<file path="src/rtl/sipo_pkg.sv">
package sipo_pkg;
    localparam int GRP_W = 8;
    localparam int N_GRP = 3;
    localparam int IMG_W = GRP_W * N_GRP;
    localparam int N_DSL = 2;
    localparam int N_PHY = 3;
    localparam int OVR_W = N_DSL + 2 * N_PHY;
    localparam int CNT_W = $clog2(IMG_W + 1);

    typedef logic [IMG_W-1:0] img_t;
    typedef logic [N_GRP-1:0] grp_t;

    typedef enum logic [1:0] {
        A_IMAGE  = 2'd0,
        A_GROUPS = 2'd1,
        A_TAKE   = 2'd2,
        A_EDGE   = 2'd3
    } addr_t;

    typedef enum logic [1:0] {
        ST_IDLE  = 2'd0,
        ST_SHIFT = 2'd1,
        ST_STORE = 2'd2
    } st_t;

    // bit b of this struct lines up with image bit b
    typedef struct packed {
        logic [N_PHY-1:0] phy_b;
        logic [N_PHY-1:0] phy_a;
        logic [N_DSL-1:0] dsl;
    } take_t;

    typedef struct packed {
        img_t  image;
        grp_t  groups;
        take_t take_en;
        logic  edge_rise;
    } cfg_t;

    // enabled groups, highest first, left aligned in the result
    function automatic img_t pack_stream(img_t img, grp_t m);
        img_t s;
        int   k;
        s = '0;
        k = 0;
        for (int g = N_GRP - 1; g >= 0; g--) begin
            if (m[g]) begin
                s[IMG_W-1-GRP_W*k -: GRP_W] = img[g*GRP_W +: GRP_W];
                k++;
            end
        end
        return s;
    endfunction

    function automatic logic [CNT_W-1:0] stream_bits(grp_t m);
        logic [CNT_W-1:0] n;
        n = '0;
        for (int g = 0; g < N_GRP; g++) begin
            if (m[g]) n = n + CNT_W'(GRP_W);
        end
        return n;
    endfunction
endpackage

</file>
<file path="src/rtl/sipo_cfg_regs.sv">
module sipo_cfg_regs
    import sipo_pkg::*;
#(
    parameter img_t SHADOW_INIT = 24'h00FFFF,
    parameter grp_t GROUPS_INIT = 3'b111
) (
    input  logic       clk,
    input  logic       rst,
    input  logic       we,
    input  logic [1:0] addr,
    input  img_t       wdata,
    output cfg_t       cfg
);
    always_ff @(posedge clk) begin
        if (rst) begin
            cfg.image     <= SHADOW_INIT;
            cfg.groups    <= GROUPS_INIT;
            cfg.take_en   <= '0;
            cfg.edge_rise <= 1'b0;
        end else if (we) begin
            case (addr_t'(addr))
                A_IMAGE:  cfg.image     <= wdata;
                A_GROUPS: cfg.groups    <= wdata[N_GRP-1:0];
                A_TAKE:   cfg.take_en   <= wdata[OVR_W-1:0];
                A_EDGE:   cfg.edge_rise <= wdata[0];
                default:  ;
            endcase
        end
    end
endmodule

</file>
<file path="src/rtl/sipo_merge.sv">
module sipo_merge
    import sipo_pkg::*;
(
    input  img_t  image,
    input  take_t take_en,
    input  take_t src,
    output img_t  merged
);
    logic [OVR_W-1:0] en_v;
    logic [OVR_W-1:0] src_v;

    assign en_v  = take_en;
    assign src_v = src;

    for (genvar b = 0; b < OVR_W; b++) begin : g_take
        assign merged[b] = en_v[b] ? src_v[b] : image[b];
    end

    assign merged[IMG_W-1:OVR_W] = image[IMG_W-1:OVR_W];
endmodule

</file>
<file path="src/rtl/sipo_shifter.sv">
module sipo_shifter
    import sipo_pkg::*;
#(
    parameter int DIV = 4
) (
    input  logic             clk,
    input  logic             rst,
    input  logic             start,
    input  img_t             stream,
    input  logic [CNT_W-1:0] nbits,
    input  logic             edge_rise,
    output logic             ser_data,
    output logic             ser_clk,
    output logic             ser_store,
    output logic             busy,
    output logic             mode_o
);
    localparam int PH_W = (DIV > 2) ? $clog2(DIV) : 1;
    localparam logic [PH_W-1:0] PH_LAST = PH_W'(DIV - 1);
    localparam logic [PH_W-1:0] PH_HALF = PH_W'(DIV / 2);

    st_t              state;
    logic [PH_W-1:0]  ph;
    logic [CNT_W-1:0] left;
    img_t             sreg;
    logic             mode;

    always_ff @(posedge clk) begin
        if (rst) begin
            state <= ST_IDLE;
            ph    <= '0;
            left  <= '0;
            sreg  <= '0;
            mode  <= 1'b0;
        end else begin
            case (state)
                ST_IDLE: begin
                    if (start) begin
                        sreg  <= stream;
                        left  <= nbits;
                        ph    <= '0;
                        mode  <= edge_rise;
                        state <= ST_SHIFT;
                    end
                end
                ST_SHIFT: begin
                    if (ph == PH_LAST) begin
                        ph   <= '0;
                        sreg <= sreg << 1;
                        if (left == CNT_W'(1)) state <= ST_STORE;
                        else left <= left - CNT_W'(1);
                    end else begin
                        ph <= ph + PH_W'(1);
                    end
                end
                ST_STORE: state <= ST_IDLE;
                default:  state <= ST_IDLE;
            endcase
        end
    end

    // falling mode: low then high within a bit; rising mode: high then low
    assign ser_data  = (state == ST_SHIFT) & sreg[IMG_W-1];
    assign ser_clk   = (state == ST_SHIFT) & ((ph >= PH_HALF) ^ mode);
    assign ser_store = (state == ST_STORE);
    assign busy      = (state != ST_IDLE);
    assign mode_o    = mode;
endmodule

</file>
<file path="src/rtl/sipo_cascade_driver.sv">
module sipo_cascade_driver
    import sipo_pkg::*;
#(
    parameter int   DIV         = 4,
    parameter int   TICK_PERIOD = 1024,
    parameter img_t SHADOW_INIT = 24'h00FFFF,
    parameter grp_t GROUPS_INIT = 3'b111
) (
    input  logic             clk,
    input  logic             rst,
    input  logic             cfg_we,
    input  logic [1:0]       cfg_addr,
    input  logic [IMG_W-1:0] cfg_wdata,
    input  logic [N_DSL-1:0] dsl_stat,
    input  logic [N_PHY-1:0] phy_a_stat,
    input  logic [N_PHY-1:0] phy_b_stat,
    output logic             ser_data,
    output logic             ser_clk,
    output logic             ser_store,
    output logic             busy
);
    localparam int TW = (TICK_PERIOD > 2) ? $clog2(TICK_PERIOD) : 1;
    localparam logic [TW-1:0] TICK_LAST = TW'(TICK_PERIOD - 1);

    cfg_t             cfg;
    take_t            src_now;
    take_t            src_q;
    img_t             merged;
    logic [TW-1:0]    tick_cnt;
    logic             tick;
    logic             req;
    logic             pend;
    logic             start;
    logic             shift_mode;

    sipo_cfg_regs #(
        .SHADOW_INIT(SHADOW_INIT),
        .GROUPS_INIT(GROUPS_INIT)
    ) u_regs (
        .clk  (clk),
        .rst  (rst),
        .we   (cfg_we),
        .addr (cfg_addr),
        .wdata(cfg_wdata),
        .cfg  (cfg)
    );

    assign src_now = {phy_b_stat, phy_a_stat, dsl_stat};
    assign tick    = (tick_cnt == TICK_LAST);

    always_ff @(posedge clk) begin
        if (rst) begin
            src_q    <= '0;
            tick_cnt <= '0;
            req      <= 1'b0;
            pend     <= 1'b0;
        end else begin
            src_q    <= src_now;
            tick_cnt <= tick ? '0 : tick_cnt + TW'(1);
            req      <= cfg_we | (src_now != src_q) | tick;
            if (!busy) pend <= 1'b0;
            else if (req) pend <= 1'b1;
        end
    end

    sipo_merge u_merge (
        .image  (cfg.image),
        .take_en(cfg.take_en),
        .src    (src_q),
        .merged (merged)
    );

    assign start = (req | pend) & (|cfg.groups);

    sipo_shifter #(.DIV(DIV)) u_shift (
        .clk      (clk),
        .rst      (rst),
        .start    (start),
        .stream   (pack_stream(merged, cfg.groups)),
        .nbits    (stream_bits(cfg.groups)),
        .edge_rise(cfg.edge_rise),
        .ser_data (ser_data),
        .ser_clk  (ser_clk),
        .ser_store(ser_store),
        .busy     (busy),
        .mode_o   (shift_mode)
    );
endmodule

</file>
<file path="config.mk">
export PLATFORM = sky130hd
export DESIGN_NAME = sipo_cascade_driver
export DESIGN_NICKNAME = d
export VERILOG_FILES = /design/src/rtl/sipo_pkg.sv /design/src/rtl/sipo_cfg_regs.sv /design/src/rtl/sipo_merge.sv /design/src/rtl/sipo_shifter.sv /design/src/rtl/sipo_cascade_driver.sv
export SDC_FILE = /design/constraint.sdc
export NUM_CORES = 1
export LEC_CHECK = 0
export BUFFER_PORTS_ARGS = -buffer_cell sky130_fd_sc_hd__buf_2
export CORE_UTILIZATION = 40
export DETAILED_ROUTE_END_ITERATION = 16
export SETUP_SLACK_MARGIN = 0.05
export SYNTH_ARGS = -nofsm -noshare
export SYNTH_HDL_FRONTEND = slang
export SYNTH_SLANG_ARGS = --single-unit
</file>
<file path="constraint.sdc">
create_clock -name clk -period 4.3 [get_ports clk]
set_input_delay 0.43 -clock clk [delete_from_list [all_inputs] [get_ports clk]]
set_output_delay 0.43 -clock clk [all_outputs]
set_load 0.1 [all_outputs]
</file>
==> flow_metrics.env, run 1 <==
export IMPL_outcome="finished, final reports clean"
export IMPL_rsz0062_at_grt="false"
export IMPL_drive_gt1_frac=0.1300
export IMPL_clock_tree_root_cell="clkbuf_8"
export IMPL_die_w_um=104.7
export IMPL_synthMuxAreaShare=0.04273
export IMPL_overflow=0
export IMPL_hold_viol_final=0
export IMPL_worst_slew_pin_transition_ns=0.8253
export IMPL_io_pins=41
export IMPL_drv_slew=0
export IMPL_cts_resized=0
export IMPL_critPathLaunchType="register"
export IMPL_final_setup_skew_ns=0.01078
export IMPL_holdBufCountCts=0
export IMPL_end_kind="output pin"
export IMPL_grt_pass1_wl_mm=16.49
export IMPL_postCtsSetupBuffers=0
export IMPL_worstSetupPathType="reg2out"
export IMPL_grt_max_degree=46
export IMPL_syn_area_per_cell_um2=8.501
export IMPL_crit_fanout=31
export IMPL_core_area_um2=10280
export IMPL_synth_fa_ha_area_frac=0.02967
export IMPL_drt_iter0_markers=204
export IMPL_synth_seq_area_share=0.4273
export IMPL_leakagePower_nw=1.881
export IMPL_post_route_worst_setup_slack_ns=1.841
export IMPL_synth_xor_area_share=0.03739
export IMPL_setup_violations_final=0
export IMPL_die_y_um=104.7
export IMPL_clockBufferDepth=2
export IMPL_fp_row_count=37
export IMPL_syn_nets=543
export IMPL_synthSimpleGateAreaFrac=0.2166
export IMPL_pwr_density_cell_nw_per_um2=382.7
export IMPL_h_tree_depth=3
export IMPL_post_place_ws_ns=1.976
export IMPL_antenna_diode_count=0
export IMPL_fmax_mhz=406.7
export IMPL_clk_pin_slew_ns=0.09
export IMPL_grt_pass1_vias=3336
export IMPL_ys_ff_latch=90
export IMPL_final_nets=565
export IMPL_maxCapViolations=0
export IMPL_synth_top_family_by_area="simple AND/OR/NAND/NOR gates"
export IMPL_worst_ep_required_time_ns=3.87
export IMPL_clk_latency_ns=0.36
export IMPL_start_util=0.4103
export IMPL_vdd_ir_drop_worst_mv=0.1954
export IMPL_cp_arrival_ns=2.03
export IMPL_num_fill_cells=1019
export IMPL_maxSlewHeadroom=0.4498
export IMPL_wl_per_cell_um=14.97
export IMPL_fin_crit_sh=0.5719
export IMPL_syn_inst=496
export IMPL_setup_tns_ns=0
export IMPL_dr_pass1_iters=4
export IMPL_gp_congestion=0.8286
export IMPL_dpl_hpwl_mm=6.829
export IMPL_grt_use_total=0.1867
export IMPL_synth_cell_types=46
export IMPL_final_core_util=0.4565
export IMPL_antenna_found_initial=0
export IMPL_syn2layout_area_growth_pct=11.28
export IMPL_synth_compound_area_frac=0.1926
export IMPL_viasPerCell=5.437
export IMPL_port_buffers=40
export IMPL_vias=3583
export IMPL_synth_warnings=0
export IMPL_numCtsBuffers=9
export IMPL_drc=0
export IMPL_synth_area_um2=4217
export IMPL_cts_sink_count=90
export IMPL_dieArea_um2=10960
export IMPL_worstHoldPathType="in2reg"
export IMPL_tritoncts="done"
export IMPL_fin_crit_ns=2.459
export IMPL_antenna_left=0
export IMPL_wl_mm=9.863
-- layer usage --
metal,vias up,wire [um],part of all wire,track usage
met3,12,542,0.055,0.03868
met4,0,133,0.013,0.06439
met1,1694,4852,0.49,0.2604
li1,1788,-,-,-
met5,-,0,0,0
met2,89,4335,0.44,0.2852
-- flip-flops by register name, indices dropped and copies added, names as in the netlist --
signal and count:
u_shift.ph 2, u_shift.state 2, u_shift.left 5, u_regs.cfg 36
req 1, u_shift.mode_o 1, u_shift.sreg 24, src_q 8
pend 1, tick_cnt 10
-- final timing paths --
check	from	endpoint	slack (ns)	cells past startpoint
hold / removal	cfg_wdata[9]	u_regs.cfg[21]$_SDFFE_PP1P_	0.28	3
hold reg to reg	u_regs.cfg[28]$_SDFFE_PP0P_	u_regs.cfg[28]$_SDFFE_PP0P_	0.47	2
setup reg to reg	u_regs.cfg[11]$_SDFFE_PP1P_	u_shift.sreg[4]$_SDFFE_PP0P_	1.93	6
setup / recovery	u_shift.state[0]$_SDFFE_PP0P_	ser_data	1.84	5
-- where the power goes --
group	total, mW	internal, mW	switching [mW]
Clock	0.594	0.275	0.319
Sequential	0.924	0.890	0.0342
Combinational	0.278	0.109	0.168
Total	1.80	1.27	0.521
-- cell families after synthesis --
kind of cell             Yosys count
flip-flops                        90
adder cells (fa/ha/maj)           10
multiplexers                      18
AO/OA/AOI/OAI                    122
XOR/XNOR                          18
AND/OR/NAND/NOR                  182
buffers and inverters             56
-- final cells by class --
| class | instances | area [um^2] | share of cell area |
|---|---|---|---|
| Clock buffer | 10 | 127.6 | 0.02720 |
| Clock inverter | 6 | 71.32 | 0.01520 |
| Inverter | 20 | 75.07 | 0.01600 |
| Multi-Input combinational cell | 350 | 2193 | 0.4675 |
| Sequential cell | 90 | 1802 | 0.3840 |
| Tap cell | 136 | 170.2 | 0.03627 |
| Timing Repair Buffer | 47 | 252.7 | 0.05387 |
-- synth_stat cells, drive strengths merged --
cell type | instances | share of area
xnor2 | 12 | 0.025
a311oi | 1 | 0.0021
a211o | 1 | 0.0021
and2 | 2 | 0.0030
or2 | 1 | 0.0015
o2111ai | 1 | 0.0021
o32ai | 8 | 0.017
a221o | 7 | 0.017
nand4bb | 2 | 0.0053
a31oi | 2 | 0.0030
and4 | 1 | 0.0021
a32oi | 8 | 0.021
o21ai | 18 | 0.021
nand4 | 2 | 0.0030
inv | 20 | 0.018
nand3b | 19 | 0.034
o211ai | 1 | 0.0018
nand3 | 18 | 0.021
or4b | 1 | 0.0033
or3 | 1 | 0.0015
clkbuf | 22 | 0.020
nor2 | 35 | 0.031
nor3b | 2 | 0.0036
nand2b | 8 | 0.012
buf | 14 | 0.016
xor2 | 6 | 0.012
nand2 | 62 | 0.055
and3b | 1 | 0.0021
mux2i | 18 | 0.043
nor4 | 3 | 0.0045
a21o | 2 | 0.0036
a211oi | 23 | 0.042
or4 | 1 | 0.0018
nor2b | 11 | 0.016
dfxtp | 90 | 0.43
nor3 | 10 | 0.012
and3 | 1 | 0.0015
a21oi | 50 | 0.060
or3b | 1 | 0.0021
ha | 10 | 0.030
-- placed cells by master (no fill, tap or decap), types with 2 or more instances in the layout --
cell / n
dfxtp_1: 90
nand2_1: 62
a21oi_1: 49
buf_2: 40
nor2_1: 35
a211oi_1: 22
inv_1: 20
nand3b_1: 19
nand3_1: 18
mux2i_1: 18
o21ai_0: 16
xnor2_1: 12
nor2b_1: 11
nor3_1: 10
ha_1: 10
clkbuf_8: 9
nand2b_1: 8
o32ai_1: 8
a221o_1: 7
a32oi_1: 7
buf_4: 7
xor2_1: 6
nor4_1: 3
inv_6: 3
and2_1: 2
a31oi_1: 2
o21ai_1: 2
nand4_1: 2
a21o_1: 2
nand4bb_1: 2
clkinvlp_4: 2
-- per-stage QoR --
stage / hold WS [ns] / std cells / power (mW) / instance area (um^2)
after floorplan: 0.4299 / 496 / 1.141 / 4217
after global placement: 0.4404 / 643 / 1.215 / 4493
after detailed placement: 0.4519 / 643 / 1.220 / 4493
after CTS: 0.2727 / 659 / 1.808 / 4692
after global routing: 0.2760 / 659 / 1.884 / 4692
final: 0.2815 / 659 / 1.796 / 4692
-- critical path, cell delays in order, from the launching register on --
cell and delay (ns):
dfxtp_1 0.34, buf_4 0.32, nor2b_1 0.18, buf_4 0.26, and2_1 0.15, buf_2 0.42
Power figures use the tool's default switching activity.
==> run 2: changes to the inputs <==
- clock period: 4.3 -> 2.3 ns (I/O delays scaled with it)
==> flow_metrics.env, run 2 (synthesis results as in run 1) <==
export IMPL_overflow=0
export IMPL_dr_pass1_iters=4
export IMPL_clockBufferDepth=2
export IMPL_drc=0
export IMPL_setup_violations_final=0
export IMPL_fmax_mhz=500.4
export IMPL_drt_iter0_markers=238
export IMPL_worst_ep_required_time_ns=2.59
export IMPL_worstSetupPathType="reg2reg"
export IMPL_h_tree_depth=3
export IMPL_port_buffers=40
export IMPL_reg_top3="u_regs.cfg x36, u_shift.sreg x24, tick_cnt x10"
export IMPL_grt_use_total=0.1885
export IMPL_p_total_mw=3.418
export IMPL_post_route_worst_setup_slack_ns=0.3018
export IMPL_start_util=0.4103
export IMPL_final_nets=571
export IMPL_hold_viol_final=0
export IMPL_largest_reg_flops=36
export IMPL_rr_startpoint="u_regs.cfg[10]$_SDFFE_PP1P_"
export IMPL_rsz0062_at_grt="false"
export IMPL_critPathLaunchType="register"
export IMPL_antenna_left=0
export IMPL_end_kind="register"
export IMPL_fin_crit_sh=0.8688
export IMPL_cp_arrival_ns=2.29
export IMPL_setup_tns_ns=0
export IMPL_gp_congestion=0.8371
export IMPL_maxCapViolations=0
export IMPL_hp_start="cfg_wdata[8]"
export IMPL_placed_area_um2=4588
export IMPL_antenna_found_initial=0
export IMPL_tritoncts="done"
export IMPL_crit_chain="inv_1 -> ha_1 -> nand4bb_2 -> nor3_1 -> a21oi_1 -> a211oi_1"
export IMPL_fp_row_count=37
export IMPL_regMostFlops="u_regs.cfg"
export IMPL_final_cell_mix="dfxtp_1 (90), nand2_1 (62), a21oi_1 (49), buf_2 (37), nor2_1 (34)"
export IMPL_numCtsBuffers=9
export IMPL_holdBufCountCts=0
export IMPL_cts_sink_count=90
export IMPL_dpl_hpwl_mm=6.870
export IMPL_crit_family="simple AND/OR/NAND/NOR gates"
export IMPL_worstHoldPathType="in2reg"
export IMPL_final_core_util=0.4671
export IMPL_syn2layout_area_growth_pct=13.86
export IMPL_io_pins=41
export IMPL_cp_slowest_cell="ha_1"
export IMPL_antenna_diode_count=0
export IMPL_pwr_density_cell_nw_per_um2=712.0
export IMPL_drive_gt1_frac=0.1474
export IMPL_dieArea_um2=10960
export IMPL_clk_pin_slew_ns=0.10
export IMPL_die_w_um=104.7
export IMPL_viasPerCell=5.343
export IMPL_post_place_ws_ns=0.2953
export IMPL_grt_pass1_vias=3444
export IMPL_grt_pass1_wl_mm=16.63
export IMPL_mostFrequentLayoutCell="dfxtp_1"
export IMPL_grt_max_degree=26
export IMPL_worst_slew_pin_transition_ns=0.5857
export IMPL_slowest_delay_ns=0.44
export IMPL_final_setup_skew_ns=0.01423
export IMPL_core_area_um2=10280
export IMPL_leakagePower_nw=1.934
export IMPL_fin_crit_ns=1.998
export IMPL_fin_area_um2=4801
export IMPL_crit_fanout=11
export IMPL_vdd_ir_drop_worst_mv=0.4169
export IMPL_drv_slew=0
export IMPL_crit_buf_inv=1
export IMPL_vias=3553
export IMPL_wl_per_cell_um=14.96
export IMPL_die_y_um=104.7
export IMPL_outcome="finished, final reports clean"
export IMPL_wl_mm=9.951
export IMPL_crit_start="u_regs.cfg[10]$_SDFFE_PP1P_"
export IMPL_clk_latency_ns=0.38
export IMPL_clock_tree_root_cell="clkbuf_8"
export IMPL_maxSlewHeadroom=0.5983
==> run 2: path summary, 6_finish.rpt <==
| path | end | slack (ns) | cells past startpoint |
|---|---|---|---|
| worst min register to register | u_regs.cfg[34]$_SDFFE_PP0P_ | 0.47 | 2 |
| worst max register to register | u_shift.sreg[6]$_SDFFE_PP0P_ | 0.30 | 6 |
| worst max-delay path | u_shift.sreg[6]$_SDFFE_PP0P_ | 0.30 | 6 |
| worst min-delay path | u_regs.cfg[20]$_SDFFE_PP1P_ | 0.07 | 3 |
==> run 2: cell type report <==
type	instances	area [um^2]
multi-input cells	350	2203
fillers	1041	5477
inverters	20	75.07
repair buffers	53	342.8
clock buffers	10	137.6
flip-flops and latches	90	1802
clock inverters	6	70.07
well taps	136	170.2
==> run 2: layer usage <==
layer,track usage,share of wire,up-vias
met4,0.07042,0.016,0
met5,0,0,-
met3,0.03556,0.037,13
met2,0.2952,0.44,73
met1,0.2571,0.50,1665
li1,-,-,1802
==> run 2: what timing repair did <==
action / CTS / global route
gates resized for setup: 0 / 1
setup endpoints to repair: 0 / 1
buffers inserted: 0 / 0
==> run 2: power by group <==
part / total [mW] / switching [mW] / internal (mW)
combinational: 0.542 / 0.319 / 0.223
sequential: 1.73 / 0.0640 / 1.66
clock: 1.15 / 0.605 / 0.544
total: 3.42 / 0.988 / 2.43
==> run 2: stage by stage <==
| step | hold slack, ns | cells |
|---|---|---|
| 2_1_floorplan | 0.3508 | 496 |
| 3_5_place_dp | 0.4486 | 649 |
| 4_1_cts | 0.05981 | 665 |
| 6_report | 0.06586 | 665 |
| 5_1_grt | 0.06655 | 665 |
| 3_3_place_gp | 0.4410 | 649 |
==> run 2: worst reg2reg max path: cells and delay by family, from the launching register on <==
| family | cells | cell delay [ns] |
|---|---|---|
| flip-flops | 1 | 0.43 |
| adder cells (fa/ha/maj) | 1 | 0.44 |
| AND/OR/NAND/NOR | 2 | 0.63 |
| AO/OA/AOI/OAI | 2 | 0.30 |
| buffers and inverters | 1 | 0.13 |
==> run 3: changes to the inputs <==
- RECOVER_POWER: default -> 25
==> flow_metrics.env, run 3 (synthesis results as in run 1) <==
export IMPL_outcome="finished, final reports clean"
export IMPL_antenna_left=0
export IMPL_fp_row_count=37
export IMPL_reg_top3="u_regs.cfg x36, u_shift.sreg x24, tick_cnt x10"
export IMPL_setup_tns_ns=0
export IMPL_fmax_mhz=495.2
export IMPL_port_buffers=40
export IMPL_clk_pin_slew_ns=0.10
export IMPL_drc=0
export IMPL_grt_use_total=0.1885
export IMPL_final_cells=665
export IMPL_cp_arrival_ns=2.30
export IMPL_clock_tree_root_cell="clkbuf_8"
export IMPL_rsz0062_at_grt="false"
export IMPL_crit_chain="inv_1 -> ha_1 -> nand4bb_2 -> nor3_1 -> a21oi_1 -> a211oi_1"
export IMPL_syn2layout_area_growth_pct=13.47
export IMPL_wl_per_cell_um=14.91
export IMPL_antenna_found_initial=0
export IMPL_drive_gt1_frac=0.1380
export IMPL_final_cell_mix="dfxtp_1 (90), nand2_1 (62), a21oi_1 (49), buf_2 (36), nor2_1 (34)"
export IMPL_grt_pass1_wl_mm=16.63
export IMPL_seq_power_share=0.506
export IMPL_slowest_delay_ns=0.44
export IMPL_maxCapViolations=0
export IMPL_clockBufferDepth=2
export IMPL_worst_slew_pin_transition_ns=1.071
export IMPL_numCtsBuffers=9
export IMPL_dpl_cell_count=649
export IMPL_dieArea_um2=10960
export IMPL_gp_congestion=0.8371
export IMPL_regMostFlops="u_regs.cfg"
export IMPL_h_tree_depth=3
export IMPL_mostFrequentLayoutCell="dfxtp_1"
export IMPL_dr_pass1_iters=4
export IMPL_final_core_util=0.4655
export IMPL_holdBufCountCts=0
export IMPL_vias=3565
export IMPL_critPathLaunchType="register"
export IMPL_postCtsSetupBuffers=0
export IMPL_start_util=0.4103
export IMPL_antenna_diode_count=0
export IMPL_cp_slowest_cell="ha_1"
export IMPL_core_area_um2=10280
export IMPL_worst_ep_required_time_ns=2.58
export IMPL_swShare=0.2880
export IMPL_hold_viol_final=0
export IMPL_setup_violations_final=0
export IMPL_clock_power_share=0.335
export IMPL_worstHoldPathType="in2reg"
export IMPL_crit_fanout=11
export IMPL_largest_reg_flops=36
export IMPL_grt_max_degree=26
export IMPL_drt_iter0_markers=237
export IMPL_viasPerCell=5.361
export IMPL_pwr_density_cell_nw_per_um2=712.7
export IMPL_overflow=0
export IMPL_dpl_hpwl_mm=6.870
export IMPL_die_w_um=104.7
export IMPL_p_sw_uw=982.1
export IMPL_die_y_um=104.7
export IMPL_final_nets=571
export IMPL_drv_slew=0
export IMPL_leakagePower_nw=1.917
export IMPL_wl_mm=9.912
export IMPL_final_setup_skew_ns=0.01505
export IMPL_worstSetupPathType="reg2reg"
export IMPL_io_pins=41
export IMPL_grt_pass1_vias=3444
export IMPL_fin_crit_sh=0.8780
export IMPL_internal_power_mw=2.428
export IMPL_cts_sink_count=90
export IMPL_maxSlewHeadroom=0.2860
export IMPL_p_total_mw=3.410
export IMPL_fin_crit_ns=2.020
export IMPL_vdd_ir_drop_worst_mv=0.4156
export IMPL_end_kind="register"
export IMPL_clk_latency_ns=0.37
export IMPL_tritoncts="done"
export IMPL_comb_power_share=0.158
==> run 3: layout make-up <==
type                            instances  area, um^2
Clock inverter                          6       70.07
Multi-Input combinational cell        350        2203
Timing Repair Buffer                   53       326.6
Sequential cell                        90        1802
Fill cell                            1044        5493
Inverter                               20       75.07
Tap cell                              136       170.2
Clock buffer                           10       137.6
==> run 3: metrics by stage <==
stage               area [um^2]  hold slack (ns)  worst slack, ns
floorplan                  4222           0.3508           0.4118
global placement           4588           0.4410           0.3923
detailed placement         4588           0.4486           0.2953
CTS                        4796          0.05981           0.2589
global route               4785          0.06858          0.07822
finish                     4785          0.07268           0.2805
==> run 3: power by group through the flow <==
stage / Sequential (mW) / Clock [mW] / Combinational, mW
2_1_floorplan: 1.74 / 0 / 0.392
3_3_place_gp: 1.76 / 0 / 0.531
3_5_place_dp: 1.76 / 0 / 0.539
4_1_cts: 1.73 / 1.17 / 0.541
5_1_grt: 1.74 / 1.23 / 0.603
6_report: 1.73 / 1.14 / 0.540
==> run 3: routing by layer <==
layer / up-vias / share of wire / global-route usage
li1: 1801 / - / -
met1: 1678 / 0.50 / 0.2571
met2: 74 / 0.45 / 0.2952
met3: 12 / 0.036 / 0.03556
met4: 0 / 0.016 / 0.07042
met5: - / 0 / 0
==> run 3: what timing repair did <==
action,4_1_cts,5_1_grt
endpoints found under the setup margin,0,1
gates resized for setup,0,1
hold endpoints to repair,0,0
==> run 3: critical path, delay by kind of cell (launching register included) <==
kind | cells | cell delay [ns]
AOI/OAI and AO/OA | 2 | 0.28
and+or+nand+nor | 2 | 0.65
DFF | 1 | 0.43
adders and majority gates | 1 | 0.44
buffers and inverters | 1 | 0.13
==> run 3: path summary, 6_finish.rpt <==
path,endpoint,slack (ns),start,cells after the start
max,u_shift.sreg[7]$_SDFFE_PP0P_,0.28,u_regs.cfg[10]$_SDFFE_PP1P_,6
min,u_regs.cfg[20]$_SDFFE_PP1P_,0.07,cfg_wdata[8],3
max reg2reg,u_shift.sreg[7]$_SDFFE_PP0P_,0.28,u_regs.cfg[10]$_SDFFE_PP1P_,6
min reg2reg,u_regs.cfg[34]$_SDFFE_PP0P_,0.47,u_regs.cfg[34]$_SDFFE_PP0P_,2
